File: src/rtl/dab_pkg.sv
package dab_pkg;

    localparam int FLT_N = 5;

    localparam logic [4:0] FSR_ALIGN   = 5'h01;
    localparam logic [4:0] FSR_XLAT    = 5'h05;
    localparam logic [4:0] FSR_ACCFLAG = 5'h03;
    localparam logic [4:0] FSR_DOMAIN  = 5'h09;
    localparam logic [4:0] FSR_PERM    = 5'h0D;
    localparam logic [4:0] FSR_EXT_PRE = 5'h08;
    localparam logic [4:0] FSR_EXT_IMP = 5'h16;

    typedef struct packed {
        logic       hit;
        logic       precise;
        logic [4:0] code;
    } abort_cls_t;

    // lowest set bit wins: alignment first, permission last
    function automatic logic [4:0] mmu_code(input logic [FLT_N-1:0] f);
        logic [4:0] c;
        c = 5'h00;
        if (f[4]) c = FSR_PERM;
        if (f[3]) c = FSR_DOMAIN;
        if (f[2]) c = FSR_ACCFLAG;
        if (f[1]) c = FSR_XLAT;
        if (f[0]) c = FSR_ALIGN;
        return c;
    endfunction

endpackage

File: src/rtl/dab_classify.sv
module dab_classify
    import dab_pkg::*;
#(
    parameter int LINE_WORDS = 8,
    parameter int WSEL_W     = 3
) (
    input  logic [FLT_N-1:0]      mmu_flt,
    input  logic                  ext_err,
    input  logic                  linefill,
    input  logic [LINE_WORDS-1:0] line_err,
    input  logic [WSEL_W-1:0]     req_word,
    input  logic                  mem_so,
    input  logic                  is_load,
    input  logic                  ld_pc_psr,
    input  logic                  swap_load,
    output abort_cls_t            cls
);
    logic word_err;
    logic eff_err;
    logic ext_precise;

    always_comb begin
        word_err = 1'b0;
        for (int i = 0; i < LINE_WORDS; i++) begin
            if (req_word == WSEL_W'(i)) word_err = line_err[i];
        end
    end

    assign eff_err     = linefill ? word_err : ext_err;
    assign ext_precise = mem_so | (is_load & ld_pc_psr) | swap_load;

    always_comb begin
        cls = '0;
        if (|mmu_flt) begin
            cls.hit     = 1'b1;
            cls.precise = 1'b1;
            cls.code    = mmu_code(mmu_flt);
        end else if (eff_err) begin
            cls.hit     = 1'b1;
            cls.precise = ext_precise;
            cls.code    = ext_precise ? FSR_EXT_PRE : FSR_EXT_IMP;
        end
    end
endmodule

File: src/rtl/dab_base_snap.sv
module dab_base_snap #(
    parameter int RIDX_W = 4,
    parameter int DW     = 32
) (
    input  logic              clk,
    input  logic              rst,
    input  logic              cap,
    input  logic [RIDX_W-1:0] cap_idx,
    input  logic [DW-1:0]     cap_val,
    output logic [RIDX_W-1:0] snap_idx,
    output logic [DW-1:0]     snap_val
);
    always_ff @(posedge clk) begin
        if (rst) begin
            snap_idx <= '0;
            snap_val <= '0;
        end else if (cap) begin
            snap_idx <= cap_idx;
            snap_val <= cap_val;
        end
    end
endmodule

File: src/rtl/dab_imp_pend.sv
module dab_imp_pend (
    input  logic clk,
    input  logic rst,
    input  logic set,
    input  logic take,
    output logic pending
);
    always_ff @(posedge clk) begin
        if (rst)       pending <= 1'b0;
        else if (set)  pending <= 1'b1;
        else if (take) pending <= 1'b0;
    end
endmodule

File: src/rtl/dabort_unit.sv
module dabort_unit
    import dab_pkg::*;
#(
    parameter int AW         = 32,
    parameter int DW         = 32,
    parameter int RIDX_W     = 4,
    parameter int LINE_WORDS = 8,
    localparam int WSEL_W    = (LINE_WORDS > 1) ? $clog2(LINE_WORDS) : 1
) (
    input  logic                  clk,
    input  logic                  rst,
    input  logic                  issue_valid,
    input  logic [RIDX_W-1:0]     issue_base_idx,
    input  logic [DW-1:0]         issue_base_val,
    input  logic                  acc_valid,
    input  logic [AW-1:0]         acc_addr,
    input  logic [AW-1:0]         insn_addr,
    input  logic [4:0]            mmu_flt,
    input  logic                  ext_err,
    input  logic                  linefill,
    input  logic [LINE_WORDS-1:0] line_err,
    input  logic [WSEL_W-1:0]     req_word,
    input  logic                  mem_so,
    input  logic                  is_load,
    input  logic                  ld_pc_psr,
    input  logic                  swap_load,
    input  logic                  base_wb,
    input  logic                  pf_abort,
    input  logic [AW-1:0]         pf_addr,
    input  logic                  at_boundary,
    input  logic [AW-1:0]         bnd_addr,
    input  logic                  abort_mask,
    output logic                  squash,
    output logic                  exc_req,
    output logic                  exc_data,
    output logic                  exc_imp,
    output logic [AW-1:0]         exc_link,
    output logic [4:0]            fsr,
    output logic [AW-1:0]         far,
    output logic                  imp_pending,
    output logic                  rf_restore_en,
    output logic [RIDX_W-1:0]     rf_restore_idx,
    output logic [DW-1:0]         rf_restore_val
);
    localparam logic [AW-1:0] DATA_OFS = AW'(8);
    localparam logic [AW-1:0] PF_OFS   = AW'(4);

    abort_cls_t        cls;
    logic              precise_ev;
    logic              imp_ev;
    logic              pf_ev;
    logic              take_imp;
    logic [RIDX_W-1:0] snap_idx;
    logic [DW-1:0]     snap_val;

    dab_classify #(.LINE_WORDS(LINE_WORDS), .WSEL_W(WSEL_W)) u_cls (
        .mmu_flt   (mmu_flt),
        .ext_err   (ext_err),
        .linefill  (linefill),
        .line_err  (line_err),
        .req_word  (req_word),
        .mem_so    (mem_so),
        .is_load   (is_load),
        .ld_pc_psr (ld_pc_psr),
        .swap_load (swap_load),
        .cls       (cls)
    );

    dab_base_snap #(.RIDX_W(RIDX_W), .DW(DW)) u_snap (
        .clk      (clk),
        .rst      (rst),
        .cap      (issue_valid),
        .cap_idx  (issue_base_idx),
        .cap_val  (issue_base_val),
        .snap_idx (snap_idx),
        .snap_val (snap_val)
    );

    assign precise_ev = acc_valid & cls.hit & cls.precise;
    assign imp_ev     = acc_valid & cls.hit & ~cls.precise;
    assign pf_ev      = pf_abort & ~precise_ev;
    assign take_imp   = imp_pending & at_boundary & ~abort_mask & ~precise_ev & ~pf_abort;
    assign squash     = precise_ev;

    dab_imp_pend u_pend (
        .clk     (clk),
        .rst     (rst),
        .set     (imp_ev),
        .take    (take_imp),
        .pending (imp_pending)
    );

    always_ff @(posedge clk) begin
        if (rst) begin
            exc_req        <= 1'b0;
            exc_data       <= 1'b0;
            exc_imp        <= 1'b0;
            exc_link       <= '0;
            fsr            <= '0;
            far            <= '0;
            rf_restore_en  <= 1'b0;
            rf_restore_idx <= '0;
            rf_restore_val <= '0;
        end else begin
            exc_req        <= precise_ev | pf_ev | take_imp;
            rf_restore_en  <= precise_ev & base_wb;
            rf_restore_idx <= snap_idx;
            rf_restore_val <= snap_val;
            if (precise_ev) begin
                exc_data <= 1'b1;
                exc_imp  <= 1'b0;
                exc_link <= insn_addr + DATA_OFS;
                fsr      <= cls.code;
                far      <= acc_addr;
            end else if (pf_ev) begin
                exc_data <= 1'b0;
                exc_imp  <= 1'b0;
                exc_link <= pf_addr + PF_OFS;
            end else if (take_imp) begin
                exc_data <= 1'b1;
                exc_imp  <= 1'b1;
                exc_link <= bnd_addr + DATA_OFS;
                fsr      <= FSR_EXT_IMP;
            end
        end
    end
endmodule

File: config.mk
export PLATFORM = sky130hd
export DESIGN_NAME = dabort_unit
export DESIGN_NICKNAME = d
export VERILOG_FILES = /design/src/rtl/dab_pkg.sv /design/src/rtl/dab_classify.sv /design/src/rtl/dab_base_snap.sv /design/src/rtl/dab_imp_pend.sv /design/src/rtl/dabort_unit.sv
export SDC_FILE = /design/constraint.sdc
export NUM_CORES = 1
export LEC_CHECK = 0
export BUFFER_PORTS_ARGS = -buffer_cell sky130_fd_sc_hd__buf_2
export CORE_UTILIZATION = 52
export CTS_CLUSTER_DIAMETER = 150
export CTS_CLUSTER_SIZE = 28
export DETAILED_ROUTE_END_ITERATION = 6
export PLACE_DENSITY_LB_ADDON = 0.2
export SYNTH_ARGS = -nofsm -noshare
export SYNTH_HDL_FRONTEND = slang
export SYNTH_SLANG_ARGS = --single-unit
File: constraint.sdc
create_clock -name clk -period 6.54 [get_ports clk]
set_clock_uncertainty 0.05 [all_clocks]
set_input_delay 0.654 -clock clk [delete_from_list [all_inputs] [get_ports clk]]
set_output_delay 0.654 -clock clk [all_outputs]
set_load 0.1 [all_outputs]
# Word level (Yosys, flattened, before mapping)
# Cells that the tools add are included.
dict set report word_totals {
  register_bits 146
  input_bits 194
}
dict set report op_classes {
  eq_ne 8
  add_sub_neg 3
  bitwise 18
  n_reduce_logical 7
  mux 28
}
# cell n
set op_table {}
lappend op_table {{$mux W32} 3}
lappend op_table {{$add A32 B4 Y32 const B} 2}
lappend op_table {{$add A32 B3 Y32 const B} 1}
lappend op_table {{$mux W4} 5}
lappend op_table {{$mux W5} 4}
lappend op_table {{$mux W1} 14}
lappend op_table {{$mux W7} 2}
lappend op_table {{$eq A3 B3 Y1 const B} 4}
lappend op_table {{$and A1 B1 Y1} 10}
lappend op_table {{$eq A3 B2 Y1 const B} 2}
lappend op_table {{$reduce_or A5 Y1} 1}
lappend op_table {{$not A1 Y1} 4}
lappend op_table {{$or A1 B1 Y1} 4}
lappend op_table {{$reduce_bool A2 Y1} 2}
lappend op_table {{$eq A3 B1 Y1 const B} 1}
lappend op_table {{$logic_not A3 Y1} 1}
lappend op_table {{$reduce_bool A3 Y1} 1}
lappend op_table {{$reduce_or A3 Y1} 1}
lappend op_table {{$ne A2 B2 Y1 const B} 1}
lappend op_table {{$reduce_and A2 Y1} 1}

# Logic depth before layout (Yosys ltp)
dict set report logic_depth {
  ltp_word 20
  mapped_depth 9
  depth_no_buf 7
}

# Modules after synthesis
# From an unflattened synthesis, not the netlist that was laid out.
dict set report hier_totals {
  cells_unflattened 834
  hier_area_um2 7194.4
}
# module area_each_um2 seq_area_each_um2 cells_each instances
set by_module_without_submodules {}
lappend by_module_without_submodules {dabort_unit 5632.9 2182.1 685 1}
lappend by_module_without_submodules {dab_base_snap 1306.3 720.7 116 1}
lappend by_module_without_submodules {dab_classify 216.5 0.0 29 1}
lappend by_module_without_submodules {dab_imp_pend 38.8 20.0 4 1}

# Least setup slack after synthesis
# No wires, ideal clock.
dict set report synth_path {
  path_kind {input to output}
  from {in req_word[0]}
  to {out squash}
  required_time_ns 5.836
  cell_stages 6
  setup_slack_ns 3.502
  arrival_ns 2.334
  path_buffers 2
  path_cell_list {mux2_2 mux4_2 a211oi_4 inv_2 buf_2 buf_2}
}
dict set report synth_via {
  elab_chain_cells 14
  elab_cells_between_ends 21
}
# item line_no
set synth_lines {}
lappend synth_lines {{start, declared} dabort_unit.sv:22} ;# input logic [WSEL_W-1:0] req_word,
lappend synth_lines {{$logic_not A3 Y1} dab_classify.sv:25} ;# if (req_word == WSEL_W'(i)) word_err = line_err[i];
lappend synth_lines {{$mux W1 (7 in series)} dab_classify.sv:25}
lappend synth_lines {{$mux W1 (*)} dab_classify.sv:25}
lappend synth_lines {{$mux W1 (*)} dab_classify.sv:29} ;# assign eff_err = linefill ? word_err : ext_err;
lappend synth_lines {{$mux W7 (*)} dab_classify.sv:38} ;# end else if (eff_err) begin
lappend synth_lines {{$mux W7 (*)} dab_classify.sv:34} ;# if (|mmu_flt) begin
lappend synth_lines {{$and A1 B1 Y1} dabort_unit.sv:79} ;# assign precise_ev = acc_valid & cls.hit & cls.precise;
lappend synth_lines {{$and A1 B1 Y1 (*)} dabort_unit.sv:79}
lappend synth_lines {{end, declared} dabort_unit.sv:33} ;# output logic squash,
# Every way passes the cells marked *; elsewhere a longest branch is shown, timed or not.

# Final worst setup path
# Same ends and word-level chain as after synthesis.

==> summary.md <==
| Metric | Value |
|---|---|
| GRT overflow | 0 |
| YS warnings | 0 |
| Compound-Gate Fraction of Synth Area | 13.2% |
| Most common cell after layout, fill and taps aside | buf_2 |
| Min Hold Slack | 0.395 ns |
| Avg Inst Size Synth | 8.39 um^2 |
| FP Rows | 42 |
| Arrival time at the worst endpoint | 2.74 ns |
| Peak Freq | 291 MHz |
| Drt drc | 0 |
| Root Driver | clkbuf_16 |
| R2R setup slack | 4.30 ns |
| Top Family by Delay on Critical Path | buffers and inverters |
| Max IR drop VDD | 228 uV |
| Hold-fix buffers, CTS | 0 |
| Setup bufs post-CTS | 0 |
| Ant diodes | 0 |
| Initial antenna violation count | 1 |
| Xor and xnor area share after synthesis | 9.44% |
| Post-synthesis mux area share | 6.64% |
| Die Wd | 118 um |
| Detailed Place HPWL | 15300 um |
| Final wirelength | 21000 um |
| TritonRoute pass-1 iters | 5 |
| Worst slew margin | 25.8% |
| Post-synth cell types | 53 |
| CP bufs+invs | 4 |
| RSZ-0062 raised after global routing | false |
| Final Critical Period | 3.44 ns |
| Synth Flop Type | dfxtp_1 |
| Clock slew at the register clock pins of the worst setup and hold paths | 0.06 ns |
| CP Class | input port to output port |
| Post-Synth Adder-Cell Area | 0.533% |
| DR vias | 7077 |
| Placer congestion estimate | 0.903 |
| TNS Setup | 0 ns |
| Htree depth | 4 |
| Crit start category | input port |
| Status | completed |
| Critical Path RT | 5.84 ns |
| Worst min-delay path category | input port to flip-flop |
| Synthesized net count | 1037 |
| Crit-path max cell delay | 0.51 ns |
| Crit path max fanout | 52 |
| Crit-path most repeated cell | buf_2 |
| Antenna Nets Post-Route | 0 |
| CTS max path bufs | 2 |
| Largest net degree at the start of global routing | 100 |
| DR WL/cell | 16.1 um |
| Post-synthesis simple-gate area fraction | 25.3% |
| PD cells | 276 mW/mm^2 |
| Area growth from synthesis to layout | 30.6% |
| Leakage | 4.14 nW |
| Max-cap check violation count | 0 |
| Crit end category | output port |
| Input/output buffers | 304 |
| Vias/cell | 5.41 |
| Least-Margin Pin Slew | 1.11 ns |
| Initial Util | 53.2% |
| Number of synthesized flops with an enable pin | 0 |
| Die Ht | 118 um |
| Largest family of logic cells by synthesized area | simple AND/OR/NAND/NOR gates |
| CTS resizes | 0 |
| Mapped Area | 0.00705 mm^2 |
| Num CTS Buffers | 17 |
| I/O pin total | 305 |
| Iter 0 DRT Violations | 528 |
| Global Route Usage Sum | 29.9% |
| Syn Inst Count | 840 |
| Final slew viol count | 0 |
| CP Cell Sequence | buf_2, mux2_2, mux4_2, a211oi_4, buf_4, inv_2, buf_2 |
| Final hold viol count | 0 |
| Die area | 0.0140 mm^2 |
| CTS tree | done |
| Layout cells sized above 1 | 31.3% |
| Worst path slowest cell | buf_4 |
| FF+latch count, synth | 146 |
| Fin nets | 1315 |
| First-pass GRT wire length | 33000 um |
| Final period utilization | 52.6% |
| Core ar. | 0.0132 mm^2 |
| Sequential share of the synthesized area | 41.5% |
| Worst skew pair latency | 0.42 ns |
| Final setup viols | 0 |
| Post-synth ARST share | 0% |
| TritonCTS Sinks | 146 |
| Vias in the first global route | 6586 |
| Most frequent cells in the layout | buf_2, dfxtp_1, nand2_1, nor2_1, a21oi_1 |
[stage by stage]
step	area, um^2	cells	util [%]	worst slack (ns)	power (mW)
2_1_floorplan	7050	840	-	3.50	1.47
3_3_place_gp	8640	1275	65.3	3.09	1.62
3_5_place_dp	8640	1275	65.3	3.02	1.63
4_1_cts	9210	1307	69.5	3.09	2.55
5_1_grt	9210	1307	69.5	3.00	2.63
6_report	9210	1307	69.5	3.10	2.54
[cell type report]
type | count | area [um^2]
Clock buffer | 17 | 425
Clock inverter | 15 | 140
Fill cell | 1116 | 4040
Inverter | 11 | 41.3
Multi-Input combinational cell | 633 | 3900
Sequential cell | 146 | 2920
Tap cell | 176 | 220
Timing Repair Buffer | 309 | 1560
[worst register-to-register path, delay by kind of cell (launching register included)]
family,cells,cell delay [ns]
compound gates,2,0.51
simple gates,3,1.16
flops,1,0.37
[where the power goes]
group / switching [mW] / total, mW / internal (mW)
Clock: 0.420 / 0.923 / 0.503
Combinational: 0.491 / 0.643 / 0.152
Sequential: 0.0253 / 0.971 / 0.946
Total: 0.937 / 2.54 / 1.60
[sequential cells by signal, summed over array words and instances (netlist names), 4 cells and up]
name and count:
exc_link 32, far 32, rf_restore_val 32, u_snap.snap_val 32
fsr 5, rf_restore_idx 4, u_snap.snap_idx 4
[cell usage after synthesis (all sizes together) (4+ instances only)]
cell type | count | area share [%]
dfxtp | 146 | 41
nand2 | 113 | 6.0
nor2 | 89 | 4.7
a21oi | 53 | 3.8
xnor2 | 41 | 5.1
mux2i | 40 | 5.7
clkbuf | 38 | 2.0
nand3 | 38 | 2.7
nor2b | 37 | 3.3
xor2 | 35 | 4.3
a211oi | 31 | 3.5
nor3 | 24 | 1.7
nand4 | 23 | 2.0
nor4 | 13 | 1.2
buf | 12 | 0.75
inv | 11 | 0.59
o21ai | 10 | 0.71
a221oi | 9 | 1.1
and3 | 9 | 0.80
and4 | 6 | 0.75
o211ai | 6 | 0.64
a22o | 5 | 0.62
and2 | 5 | 0.44
or4 | 5 | 0.53
mux2 | 4 | 0.64
[worst paths after layout]
check	startpoint	endpoint	cells after the start
hold / removal	insn_addr[3]	exc_link[3]	2
setup reg to reg	u_pend.pending	exc_link[28]	5
hold reg to reg	far[31]	far[31]	2
setup / recovery	req_word[0]	squash	7
[per-layer routing]
metal	GRT usage, %	vias up	wire, um
li1	-	3512	-
met1	34.8	3264	8650
met2	50.8	262	10200
met3	8.98	37	1670
met4	12.6	2	523
met5	0	-	16
[cells by family (layout without fill, tap and decap cells)]
logic type | Yosys count | in the layout
AO/OA/AOI/OAI | 137 | 137
multiplexers | 45 | 45
buffers and inverters | 61 | 352
adder cells (fa/ha/maj) | 3 | 3
flip-flops | 146 | 146
XOR/XNOR | 76 | 76
AND/OR/NAND/NOR | 372 | 372
(Power assumes the default switching activity.)
